File: config.mk
export PLATFORM = sky130hd
export DESIGN_NAME = dma_cond_eval
export DESIGN_NICKNAME = d
export VERILOG_FILES = /design/src/rtl/dce_pkg.sv /design/src/rtl/dce_sel_match.sv /design/src/rtl/dce_mode_act.sv /design/src/rtl/dma_cond_eval.sv
export SDC_FILE = /design/constraint.sdc
export NUM_CORES = 1
export LEC_CHECK = 0
export ABC_AREA = 1
export BUFFER_PORTS_ARGS = -buffer_cell sky130_fd_sc_hd__buf_2
export CAP_MARGIN = 40
export CORE_AREA = 2 2 49 51
export DETAILED_ROUTE_END_ITERATION = 7
export DIE_AREA = 0 0 51 53
export GPL_ROUTABILITY_DRIVEN = 0
export PLACE_DENSITY_LB_ADDON = 0.05
export SYNTH_ARGS = -nofsm -noshare
export SYNTH_HDL_FRONTEND = slang
export SYNTH_SLANG_ARGS = --single-unit
File: constraint.sdc
create_clock -name clk -period 1.9 [get_ports clk]
set_clock_uncertainty 0.05 [all_clocks]
set_input_delay 0.57 -clock clk [delete_from_list [all_inputs] [get_ports clk]]
set_output_delay 0.57 -clock clk [all_outputs]
set_load 0.005 [all_outputs]
File: src/rtl/dce_pkg.sv
package dce_pkg;

  typedef enum logic [1:0] {
    ACT_NEVER    = 2'd0,
    ACT_IF_TRUE  = 2'd1,
    ACT_IF_FALSE = 2'd2,
    ACT_ALWAYS   = 2'd3
  } act_mode_e;

  localparam int NUM_DEC  = 3;
  localparam int DEC_IRQ  = 0;
  localparam int DEC_BR   = 1;
  localparam int DEC_WAIT = 2;
  localparam int MODE_W   = 2;

  // Bit position of each decision's mode field within the command word.
  function automatic int mode_lsb(input int dec);
    return (NUM_DEC - 1 - dec) * MODE_W;
  endfunction

endpackage

File: src/rtl/dce_sel_match.sv
module dce_sel_match #(
  parameter int SEL_W    = 32,
  parameter int STAT_W   = 8,
  parameter int COND_W   = 4,
  parameter int MASK_LSB = 16
) (
  input  logic [SEL_W-1:0]  sel,
  input  logic [STAT_W-1:0] status,
  output logic              hit
);
  localparam int VAL_LSB = 0;

  logic [COND_W-1:0] mask;
  logic [COND_W-1:0] want;
  logic [COND_W-1:0] seen;

  always_comb begin
    mask = sel[MASK_LSB +: COND_W];
    want = sel[VAL_LSB +: COND_W] & mask;
    seen = status[COND_W-1:0] & mask;
    hit  = (seen == want);
  end
endmodule

File: src/rtl/dce_mode_act.sv
module dce_mode_act
  import dce_pkg::*;
(
  input  act_mode_e mode,
  input  logic      cond,
  output logic      act
);
  always_comb begin
    unique case (mode)
      ACT_NEVER:    act = 1'b0;
      ACT_IF_TRUE:  act = cond;
      ACT_IF_FALSE: act = ~cond;
      ACT_ALWAYS:   act = 1'b1;
      default:      act = 1'b0;
    endcase
  end
endmodule

File: src/rtl/dma_cond_eval.sv
module dma_cond_eval
  import dce_pkg::*;
#(
  parameter int CMD_W    = 16,
  parameter int SEL_W    = 32,
  parameter int STAT_W   = 8,
  parameter int COND_W   = 4,
  parameter int MASK_LSB = 16
) (
  input  logic              clk,
  input  logic              rst_n,
  input  logic              eval_en,
  input  logic [CMD_W-1:0]  cmd_word,
  input  logic [SEL_W-1:0]  irq_sel,
  input  logic [SEL_W-1:0]  br_sel,
  input  logic [SEL_W-1:0]  wait_sel,
  input  logic [STAT_W-1:0] dev_status,
  output logic              irq_act,
  output logic              br_take,
  output logic              seq_adv,
  output logic              wait_stall,
  output logic              irq_pulse
);
  localparam int IRQ_LSB  = mode_lsb(DEC_IRQ);
  localparam int BR_LSB   = mode_lsb(DEC_BR);
  localparam int WAIT_LSB = mode_lsb(DEC_WAIT);

  logic [SEL_W-1:0] sel_arr [NUM_DEC];
  logic [NUM_DEC-1:0] cond_hit;
  logic [NUM_DEC-1:0] dec_act;

  always_comb begin
    sel_arr[DEC_IRQ]  = irq_sel;
    sel_arr[DEC_BR]   = br_sel;
    sel_arr[DEC_WAIT] = wait_sel;
  end

  for (genvar g = 0; g < NUM_DEC; g++) begin : g_dec
    act_mode_e mode;
    assign mode = act_mode_e'(cmd_word[mode_lsb(g) +: MODE_W]);

    dce_sel_match #(
      .SEL_W    (SEL_W),
      .STAT_W   (STAT_W),
      .COND_W   (COND_W),
      .MASK_LSB (MASK_LSB)
    ) u_match (
      .sel    (sel_arr[g]),
      .status (dev_status),
      .hit    (cond_hit[g])
    );

    dce_mode_act u_act (
      .mode (mode),
      .cond (cond_hit[g]),
      .act  (dec_act[g])
    );
  end

  assign irq_act    = dec_act[DEC_IRQ];
  assign br_take    = dec_act[DEC_BR];
  assign seq_adv    = ~dec_act[DEC_BR];
  assign wait_stall = dec_act[DEC_WAIT];

  always_ff @(posedge clk or negedge rst_n) begin
    if (!rst_n) irq_pulse <= 1'b0;
    else        irq_pulse <= eval_en & irq_act;
  end

  AST_NEVER_QUIET: assert property (@(posedge clk) disable iff (!rst_n)
    (cmd_word[IRQ_LSB +: MODE_W] == 2'd0) |-> !irq_act);
  AST_ALWAYS_FIRES: assert property (@(posedge clk) disable iff (!rst_n)
    (cmd_word[WAIT_LSB +: MODE_W] == 2'd3) |-> wait_stall);
  AST_ZERO_MASK_TRUE: assert property (@(posedge clk) disable iff (!rst_n)
    ((br_sel[MASK_LSB +: COND_W] == '0) && (cmd_word[BR_LSB +: MODE_W] == 2'd1))
      |-> br_take);
  AST_ADV_WHEN_NO_BRANCH: assert property (@(posedge clk) disable iff (!rst_n)
    (cmd_word[BR_LSB +: MODE_W] == 2'd0) |-> (seq_adv && !br_take));
  AST_PULSE_NEEDS_EN: assert property (@(posedge clk) disable iff (!rst_n)
    irq_pulse |-> $past(eval_en));
  AST_PULSE_FOLLOWS: assert property (@(posedge clk) disable iff (!rst_n)
    (eval_en && irq_act) |=> irq_pulse);
endmodule

==> impl.org, run 1 <==
** Synthesis
- Yosys printed 0 warnings.
- Biggest area contributors in the synthesized netlist :: sky130_fd_sc_hd__nand2_1, sky130_fd_sc_hd__inv_1, sky130_fd_sc_hd__nand3_1
- Averaged over all synthesized cells, the footprint is 4.64 um^2.
- For this run, the register share of the synthesized area comes to 0.0749.
- Of the post-synthesis cell area, the dominant cell type holds 0.247.
- Cell area after technology mapping :: 334 um^2
- Primary flip-flop cell chosen by synthesis mapping :: sky130_fd_sc_hd__dfrtp_1
- When the netlist entered floorplanning its net count stood at 195.
- In this run, distinct cell masters in the synthesized netlist total 13.
- Number of synthesized flops with an enable pin :: 0
- Ys async rst share :: 1.00
- Among all cell types in the netlist, the one instantiated most often is sky130_fd_sc_hd__nand2_1.
- Synth top cells by count :: sky130_fd_sc_hd__nand2_1, sky130_fd_sc_hd__inv_1, sky130_fd_sc_hd__nand3_1, sky130_fd_sc_hd__nor2_1, sky130_fd_sc_hd__o21ai_0
- In this run, synthesis produced a sequential element count of 1.
- Summed over all instances, the cell type with the most area after synthesis is sky130_fd_sc_hd__nand2_1.
- Syn Inst Count :: 72

** STA
- For the pin with the worst max-slew slack, the measured transition is 171 ps.
- Setup repair after global routing could not meet its margin everywhere.
- Derived from the worst setup path, the maximum achievable clock frequency is 503 MHz.
- Final worst path period need :: 1990 ps
- Worst hold-check slack :: 296 ps
- Slew margin rel. :: 0.886
- Total of endpoints with negative setup slack in the final report :: 4
- Final setup margin :: -86.1 ps
- Of the available clock period, the critical path in the final layout requires 1.05.
- Number of slew-limit violations in the final report :: 0
- The count of endpoints failing hold in the final timing report came to 0.
- Aggregate negative setup slack :: -248 ps

** Detailed routing
- Summing over every cut layer, the via total after detailed routing is 556.
- Total length of routed met2 wires :: 444 um
- After the first detailed-routing iteration, the DRC count stood at 1.
- The routed design has 1.07 mm of wire.
- The detailed router used layers up to and including met3.
- Once detail routing completed, the nets flagged for antenna violations numbered 0.
- Met1 WL :: 432 um
- After detailed routing, the number of remaining DRC violations is 0.
- Met3 routed WL :: 188 um
- The pre-antenna-repair detailed-routing pass consisted of 2 iterations.
- After detailed routing, the number of vias per cell comes to 3.89.
- Detail-routed net length per standard cell :: 7.45 um

** CTS
- Hold_buf cts :: 0
- Clock-pin slew was measured on the worst setup and hold paths at 0 ps.

** Layout
- Final nets :: 240
- Register with the most flip-flops :: irq_pulse
- The flip-flop count of the largest register after layout is 1.
- Area growth from synthesis to layout :: 91.8%
- Of the cells placed in the final design, the portion with a size suffix greater than 1 is 0.487.
- Filler cell count in the final layout :: 259
- Fraction of the core area covered by cells at the end of the flow :: 0.298
- Largest regs :: irq_pulse (1)
- Across the whole layout, storage elements account for 25.0 um^2.
- Total inserted antenna cells :: 0
- Area of the multi-input gates :: 273 um^2

** Setup path
- For the worst setup path, the data arrival time is 1370 ps.
- Startpoint-to-endpoint class of the critical path :: in2out
- STA puts the critical path data required time at 1280 ps.
- CP cell instances :: buf_8, or2_1, nand3_1, o21ai_1, inv_2, nand2_2, nand2_1, nand2_1, buf_2
- The worst setup path is captured at an output port.
- Path length in cells of the critical path :: 9
- In this run the worst path has a maximum fanout of 5.
- Cell at the slowest stage of the critical path :: sky130_fd_sc_hd__or2_1
- Grouping stages by cell kind, the critical path spends the most delay in simple AND/OR/NAND/NOR gates.
- In this design, the stage delay of the slowest critical-path cell is 210 ps.
- Sort of element at the start of the critical path :: input port
- Number of buffers and inverters on the critical path :: 3
- Cell repeated most along the worst path :: sky130_fd_sc_hd__nand2_1

** Floorplan
- The die covers 0.00270 mm^2.
- Die Span X :: 51 um
- Initial core utilization :: 0.156
- Top-Level Pins :: 128
- After floorplanning, the core was divided into 17 placement rows.
- Area of the core :: 0.00215 mm^2
- Overall die height :: 53 um

** Placement
- # port buffers :: 41
- The wire-length estimate of the detail-placed layout is 944 um.

** Outcome
- Violated checks :: negative setup slack
- Status :: complete, but fails checks

** Pwr
- Static power due to leakage :: 0.000410 uW
- Maximum vdd ir drop :: 96.1 uV
- PD cells :: 244 mW/mm^2

** Global route
- Number of global-route vias before repair :: 455
- After global routing the overflow that remains totals 0.
- For this run, the total global-route usage over all layers was measured as 0.0807.
- The number of antenna violations at the first check in global routing was 0.
- The first global-routing pass estimated 1.75 mm of wire.
- Entering global routing, the biggest net connects 7 pins.

** Min path
- Kind of path behind the tightest hold check :: in2async

** Flow run
- Max-cap violation count :: 0
[logic make-up (layout without fill, tap and decap cells)]
logic type | Yosys count | after routing | synth area share
buffers and inverters | 15 | 58 | 0.169
and+or+nand+nor | 46 | 46 | 0.607
AOI/OAI and AO/OA | 10 | 10 | 0.150
DFF | 1 | 1 | 0.0749
[metal layers]
metal / track usage / up-vias
met4: 0 / 0
met3: 0.0254 / 0
met1: 0.105 / 221
li1: - / 307
met2: 0.139 / 28
met5: 0 / -
[layout make-up]
type,instances,share of cell area
flip-flops and latches,1,0.0391
multi-input cells,56,0.426
well taps,28,0.0547
inverters,15,0.0879
repair buffers,43,0.393
[cell usage in the layout, fill, tap and decap left out]
| master | Yosys | layout |
|---|---|---|
| sky130_fd_sc_hd__nand2_1 | 22 | 21 |
| sky130_fd_sc_hd__nand3b_1 | 1 | 1 |
| sky130_fd_sc_hd__nor2_1 | 8 | 4 |
| sky130_fd_sc_hd__nand3_1 | 9 | 9 |
| sky130_fd_sc_hd__inv_1 | 13 | 13 |
| sky130_fd_sc_hd__clkbuf_4 | 0 | 1 |
| sky130_fd_sc_hd__o21ai_0 | 5 | 1 |
| sky130_fd_sc_hd__o21ai_1 | 3 | 5 |
| sky130_fd_sc_hd__dfrtp_1 | 1 | 1 |
| sky130_fd_sc_hd__inv_2 | 2 | 2 |
| sky130_fd_sc_hd__or2_1 | 2 | 2 |
| sky130_fd_sc_hd__o21ai_2 | 0 | 2 |
| sky130_fd_sc_hd__buf_8 | 0 | 1 |
| sky130_fd_sc_hd__buf_4 | 0 | 2 |
| sky130_fd_sc_hd__buf_6 | 0 | 3 |
| sky130_fd_sc_hd__a21oi_1 | 2 | 2 |
| sky130_fd_sc_hd__nor2_2 | 3 | 7 |
| sky130_fd_sc_hd__buf_2 | 0 | 36 |
| sky130_fd_sc_hd__nand2_2 | 1 | 2 |
[stage by stage]
step / area [um^2] / std cells / worst slack, ps / power, uW
finish: 641 / 143 / -86.1 / 156
global route: 641 / 143 / -179 / 178
CTS: 614 / 143 / -100 / 152
detailed placement: 582 / 142 / -164 / 143
global placement: 582 / 142 / -128 / 141
floorplan: 334 / 72 / 166 / 78.0
[final timing paths]
check	from	endpoint	slack, ps
setup / recovery	dev_status[1]	seq_adv	-90
hold / removal	rst_n	irq_pulse	300
max in group asynchronous	rst_n	irq_pulse	1420
min in group clk	eval_en	irq_pulse	740
[power by group]
| group | total [uW] | leakage (uW) | internal, uW | switching [uW] |
|---|---|---|---|---|
| clock network | 0 | 0 | 0 | 0 |
| logic | 132 | 0.000397 | 71.2 | 61.2 |
| registers | 23.8 | 0.0000128 | 23.5 | 0.291 |
[repair_timing]
| action | in CTS | in global routing |
|---|---|---|
| setup endpoints to repair | 4 | 4 |
| gates cloned | 0 | 0 |
| buffers inserted | 1 | 0 |
| pin swaps | 4 | 10 |
| gates resized for setup | 9 | 11 |
No activity file was read; power rests on OpenSTA's default activity.
==> run 2, diff against run 1 <==
--- a/config.mk
+++ b/config.mk
@@ -8,11 +8,13 @@
 export ABC_AREA = 1
 export BUFFER_PORTS_ARGS = -buffer_cell sky130_fd_sc_hd__buf_2
 export CAP_MARGIN = 40
-export CORE_AREA = 2 2 49 51
+export CELL_PAD_IN_SITES_DETAIL_PLACEMENT = 1
+export CELL_PAD_IN_SITES_GLOBAL_PLACEMENT = 2
+export CORE_UTILIZATION = 10
 export DETAILED_ROUTE_END_ITERATION = 7
-export DIE_AREA = 0 0 51 53
 export GPL_ROUTABILITY_DRIVEN = 0
 export PLACE_DENSITY_LB_ADDON = 0.05
+export RECOVER_POWER = 100
 export SYNTH_ARGS = -nofsm -noshare
 export SYNTH_HDL_FRONTEND = slang
 export SYNTH_SLANG_ARGS = --single-unit
==> impl.org, run 2 (synthesized netlist as in run 1, its figures left out) <==
** STA
- The number of setup violations in the final report came to 4 (unchanged).
- Number of slew-limit violations in the final report :: 0 (unchanged)
- The part of the cycle the worst path needs is 1.05 (about the same).
- Final Hold Vio Count :: 0 (unchanged)
- The final setup slack of the worst path is -88.1 ps (-1.96 ps).
- The max-slew headroom at the worst pin was 0.891 (+0.00472).
- The final worst hold slack came to 295 ps (-1.32 ps).
- The maximum operating frequency was 503 MHz (about the same).
- Final worst path period need :: 1990 ps (+1.96 ps)
- Setup repair after global routing could not meet its margin everywhere.
- The actual transition at the worst max-transition pin came to 162 ps (-8.79 ps).

** Setup path
- Number of buffers and inverters on the critical path :: 3 (unchanged)
- The arrival time of data at the critical path endpoint is 1370 ps (about the same).
- The worst setup path is of the in2out kind.
- CP cell instances :: buf_6, or2_1, nand3_1, o21ai_1, inv_2, nand2_2, nand2_1, nand2_1, buf_2
- STA classifies the critical path startpoint as an input port.
- The slowest stage of the critical path belongs to the cell sky130_fd_sc_hd__or2_1.
- The worst endpoint required time came to 1280 ps (about the same).
- CP max FO :: 3 (-2)
- The cell that appears most often on the critical path is sky130_fd_sc_hd__nand2_1.
- Tracing the worst setup path back leads to its startpoint at br_sel[1].
- The delay of the slowest critical-path stage is 210 ps (about the same).
- STA classifies the critical path endpoint as an output port.
- On the critical path the largest part of the delay comes from simple AND/OR/NAND/NOR gates.

** Layout
- Total inserted antenna cells :: 0 (unchanged)
- Final nets :: 243 (+1.3%)
- Flip-flop count of the largest register after layout :: 1 (unchanged)
- The share of cells above drive strength 1 came to 0.525 (+0.0385).
- Area growth from synthesis to layout :: 109%
- Largest regs :: irq_pulse (1)
- The register with the most flip-flops in the final layout is irq_pulse.
- Highest-count cells in the layout ignoring fill and taps :: sky130_fd_sc_hd__buf_2, sky130_fd_sc_hd__nand2_1, sky130_fd_sc_hd__inv_1
- Non-filler cells, final :: 162 (+13%)
- The fill cell total of the finished layout came to 435 (+68%).
- Most frequent standard cell in the layout excluding fill and tap cells :: sky130_fd_sc_hd__buf_2
- Fraction of the core area covered by cells at the end of the flow :: 0.225 (-0.0736)

** Floorplan
- The die span in x is 59.8 um (+17%).
- Top-Level Pins :: 128 (unchanged)
- Total Die Area :: 0.00358 mm^2 (+32%)
- Overall die height :: 59.8 um (+13%)
- Initial core utilization :: 0.108 (-0.0478)
- Area of the core :: 0.00310 mm^2 (+44%)
- The row count came to 20 (+3).

** Detailed routing
- The number of detailed-routing iterations run before antenna repair came to 2 (unchanged).
- Number of antenna-violating nets in the routed design :: 0 (unchanged)
- Total wire length after detailed routing :: 1.27 mm (+19%)
- DRC errors left :: 0 (unchanged)
- Iter 0 DRT Violations :: 10 (+9)
- The total vias in the final route came to 587 (+5.6%).
- The routed length per placed instance was 7.84 um (+5.3%).
- The via density per instance was 3.62 (-6.8%).

** Global route
- GRT Resource Usage Total :: 0.0717 (-0.00901)
- The via count of the first global-routing pass came to 530 (+16%).
- The number of antenna violations at the first check in global routing came to 0 (unchanged).
- Leftover overflow at the end of global routing :: 0 (unchanged)
- Wire length of the first global-routing pass :: 2.09 mm (+19%)
- The maximum number of pins on one net before global-route repair came to 7 (unchanged).

** Placement
- Worst slack, placed :: -168 ps (-3.65 ps)
- The number of buffer cells added on primary ports was 41 (unchanged).
- Final HPWL from detailed placement :: 1.13 mm (+19%)
- Placed Cells incl. Taps :: 159 (+12%)

** Outcome
- The flow ran to the end, but the final reports show violations.
- Violated checks :: negative setup slack

** Pwr
- PD cells :: 254 mW/mm^2 (+4.3%)
- Maximum vdd ir drop :: 49.6 uV (-48%)
- Static power due to leakage :: 0.000424 uW (+3.3%)

** CTS
- Clock transition time at the flip-flop clock pins of the worst setup and hold paths :: 0 ps (unchanged)

** Flow run
- The total of max-cap violations was 0 (unchanged).

** Min path
- The min-delay analysis places its worst path in the category in2async.
==> run 2: cell count changes in the layout (fill, tap and decap cells not counted) <==
cell	delta
sky130_fd_sc_hd__clkbuf_1	+1
sky130_fd_sc_hd__nand2_2	+1
sky130_fd_sc_hd__inv_2	+1
sky130_fd_sc_hd__nand2_1	-1
sky130_fd_sc_hd__o21ai_1	-3
sky130_fd_sc_hd__o21ai_0	+1
sky130_fd_sc_hd__nor2_2	-1
sky130_fd_sc_hd__inv_1	-1
sky130_fd_sc_hd__o21ai_2	+2
sky130_fd_sc_hd__buf_4	+3
sky130_fd_sc_hd__buf_2	-1
sky130_fd_sc_hd__nor2_4	+1
==> run 2: final timing paths <==
kind / endpoint / slack [ps] / depth (start not counted)
worst max-delay path: seq_adv / -90 / 9
worst min-delay path: irq_pulse / 290 / 1
max in group asynchronous: irq_pulse / 1420 / 1
min in group clk: irq_pulse / 780 / 3
==> run 2: where the power goes <==
| group | switching [uW] | internal, uW | total, uW |
|---|---|---|---|
| clock network | 0 | 0 | 0 |
| logic | 69.7 | 83.6 | 153 |
| registers | 0.446 | 23.6 | 24.0 |
| total | 70.1 | 107 | 177 |
==> run 2: area by class of cell <==
| cell class | instances | area [um^2] | share of cell area |
|---|---|---|---|
| multi-input combinational | 56 | 288 | 0.413 |
| timing repair buffer | 46 | 273 | 0.391 |
| inverter | 15 | 56.3 | 0.0808 |
| tap | 44 | 55.1 | 0.0790 |
| sequential | 1 | 25.0 | 0.0359 |
==> run 2: repair_timing <==
action                     4_1_cts  5_1_grt
hold buffers                     0        0
setup buffers                    3        0
setup endpoints to repair        4        5
pin swaps                       13       10
resized for setup                9       15
==> run 2: routing by layer <==
metal | vias up | routed length (um) | global-route usage
li1 | 313 | - | -
met1 | 249 | 531 | 0.0915
met2 | 25 | 612 | 0.133
met3 | 0 | 125 | 0.0108
met4 | 0 | 0 | 0
met5 | - | 0 | 0
==> run 2: metrics by stage <==
step                cell area, um^2  TNS [ps]  power, uW
finish                          697      -258        177
global route                    697      -698        199
CTS                             656      -414        166
detailed placement              609      -587        147
global placement                609      -589        146
floorplan                       334         0       78.0
==> run 3, diff against run 2 <==
--- a/config.mk
+++ b/config.mk
@@ -14,7 +14,6 @@
 export DETAILED_ROUTE_END_ITERATION = 7
 export GPL_ROUTABILITY_DRIVEN = 0
 export PLACE_DENSITY_LB_ADDON = 0.05
-export RECOVER_POWER = 100
 export SYNTH_ARGS = -nofsm -noshare
 export SYNTH_HDL_FRONTEND = slang
 export SYNTH_SLANG_ARGS = --single-unit
==> impl.org, run 3 (synthesized netlist as in run 1, its figures left out) <==
** Outcome
- Status :: complete, but fails checks
- The checks that failed: negative setup slack.

** STA
- Setup repair after global routing could not meet its margin everywhere.
- Transition time at the pin with the least slew margin :: 162 ps (unchanged)
- Highest attainable clock frequency :: 503 MHz (unchanged)
- Period utilisation layout :: 1.05 (unchanged)
- Slew margin rel. :: 0.891 (unchanged)
- The final critical delay including setup and external delays was 1990 ps (unchanged).
- The number of setup violations in the final report came to 4 (unchanged).
- Number of slew-limit violations in the final report :: 0 (unchanged)
- Aggregate negative setup slack :: -258 ps (unchanged)
- Final setup margin :: -88.1 ps (unchanged)
- The count of endpoints failing hold in the final timing report is 0 (unchanged).

** Global route
- Wire length of the first global-routing pass :: 2.09 mm (unchanged)
- Largest net degree at the start of global routing :: 7 (unchanged)
- Leftover overflow at the end of global routing :: 0 (unchanged)
- The global routing usage summed across all routing layers came to 0.0717 (unchanged).
- Number of global-route vias before repair :: 530 (unchanged)
- Global-route met3 utilization :: 0.0108 (unchanged)
- Number of antenna violations at the first check in global routing :: 0 (unchanged)
- The met2 track demand over resource was 0.133 (unchanged).
- The global routing usage on met1 was 0.0915 (unchanged).
- In this run the most used layer during global routing was met2.

** Placement
- Worst slack, placed :: -168 ps (unchanged)
- Final HPWL from detailed placement :: 1.13 mm (unchanged)
- The number of buffer cells added on primary ports is 41 (unchanged).
- The post-place instance area came to 609 um^2 (unchanged).

** Min path
- Kind of path behind the tightest hold check :: in2async

** Layout
- Flip-flop count of the largest register after layout :: 1 (unchanged)
- The cell area after layout is 698 um^2 (+0.18%).
- In the final layout, the registers with the most flip-flops are irq_pulse (1).
- The number of antenna cells inserted was 0 (unchanged).
- The number of nets in the finished design was 243 (unchanged).
- The library cells used most frequently in the layout, excluding fill and tap cells, are sky130_fd_sc_hd__buf_2, sky130_fd_sc_hd__nand2_1, sky130_fd_sc_hd__inv_1.
- Counting flops per register, the top entry is irq_pulse.
- Most frequent standard cell in the layout excluding fill and tap cells :: sky130_fd_sc_hd__buf_2
- Filler cell count in the final layout :: 435 (unchanged)
- The end-of-flow core utilization is 0.225 (+0.000403).
- Sequential cell area in the final layout :: 25.0 um^2 (unchanged)
- The footprint of the multi-input gates is 288 um^2 (unchanged).
- Relative to the synthesized area, the layout overhead comes to 109%.
- Fraction of layout cells with a size suffix above 1 :: 0.534 (+0.00847)

** Floorplan
- The starting utilization of the core area is 0.108 (unchanged).
- Total Die Area :: 0.00358 mm^2 (unchanged)
- Top-Level Pins :: 128 (unchanged)
- Overall die height :: 59.8 um (unchanged)
- Area of the core :: 0.00310 mm^2 (unchanged)
- The row count came to 20 (unchanged).
- Die Span X :: 59.8 um (unchanged)

** Detailed routing
- TritonRoute pass-1 iters :: 2 (unchanged)
- Total wire length after detailed routing :: 1.27 mm (about the same)
- Per-cell via count in the routed design :: 3.62 (unchanged)
- Iter 0 DRT Violations :: 10 (unchanged)
- DRC errors left :: 0 (unchanged)
- The routed length per placed instance was 7.83 um (about the same).
- The final antenna-violating net count is 0 (unchanged).
- The total vias in the final route was 587 (unchanged).

** CTS
- The number of buffers added to fix hold violations after cts was 0 (unchanged).
- The clock-pin transition on the worst setup and hold timing paths is 0 ps (unchanged).

** Pwr
- The power density over the cells was 254 mW/mm^2 (about the same).
- Static power due to leakage :: 0.000427 uW (+0.83%)
- Maximum vdd ir drop :: 49.6 uV (about the same)
- Power, Total :: 178 uW (+0.18%)

** Setup path
- CP endpoint kind :: output port
- Sort of element at the start of the critical path :: input port
- CP max FO :: 3 (unchanged)
- The setup path with the least slack is of type in2out.
- The worst endpoint required time was 1280 ps (about the same).
- Crit path DAT :: 1370 ps (about the same)

** Flow run
- Max-cap violation count :: 0 (unchanged)
[run 3: cell types whose count changed in the layout (fill, tap and decap cells not counted)]
cell,before,now
sky130_fd_sc_hd__clkbuf_1,1,0
sky130_fd_sc_hd__buf_2,35,36
[run 3: worst max-delay path: stages]
cell and delay, ps:
sky130_fd_sc_hd__buf_6 90, sky130_fd_sc_hd__or2_1 210, sky130_fd_sc_hd__nand3_1 70, sky130_fd_sc_hd__o21ai_1 70, sky130_fd_sc_hd__inv_2 70, sky130_fd_sc_hd__nand2_2 50
sky130_fd_sc_hd__nand2_1 60, sky130_fd_sc_hd__nand2_1 50, sky130_fd_sc_hd__buf_2 120
[run 3: how the worst max path moves through the flow]
stage	endpoint	depth (start not counted)	from	slack, ps
2_1_floorplan	seq_adv	7	dev_status[1]	170
3_3_place_gp	seq_adv	8	dev_status[3]	-170
3_5_place_dp	seq_adv	8	dev_status[3]	-170
4_1_cts	seq_adv	9	br_sel[1]	-130
5_1_grt	irq_act	10	dev_status[1]	-160
6_report	seq_adv	9	br_sel[1]	-90
[run 3: final cells by class]
class / count / area share
Inverter: 15 / 0.0806
Tap cell: 44 / 0.0789
Timing Repair Buffer: 46 / 0.392
Sequential cell: 1 / 0.0358
Multi-Input combinational cell: 56 / 0.412
[run 3: stage by stage]
step                cells  hold slack [ps]
floorplan              72              224
global placement      159              295
detailed placement    159              295
CTS                   162              295
global route          162              296
finish                162              295
[run 3: what timing repair did]
action                                  4_1_cts  5_1_grt
pin swaps                                    13       10
gates resized for setup                       9       15
endpoints found under the setup margin        4        5
buffers inserted                              3        0
[run 3: layer usage]
layer | share of wire | wire length, um
met1 | 0.42 | 530
met2 | 0.48 | 612
met3 | 0.099 | 126
met4 | 0 | 0
met5 | 0 | 0
[run 3: power breakdown]
part	leakage, uW	internal (uW)	switching (uW)	total (uW)
clock	0	0	0	0
sequential	0.0000128	23.6	0.374	23.9
combinational	0.000415	84.1	69.6	154
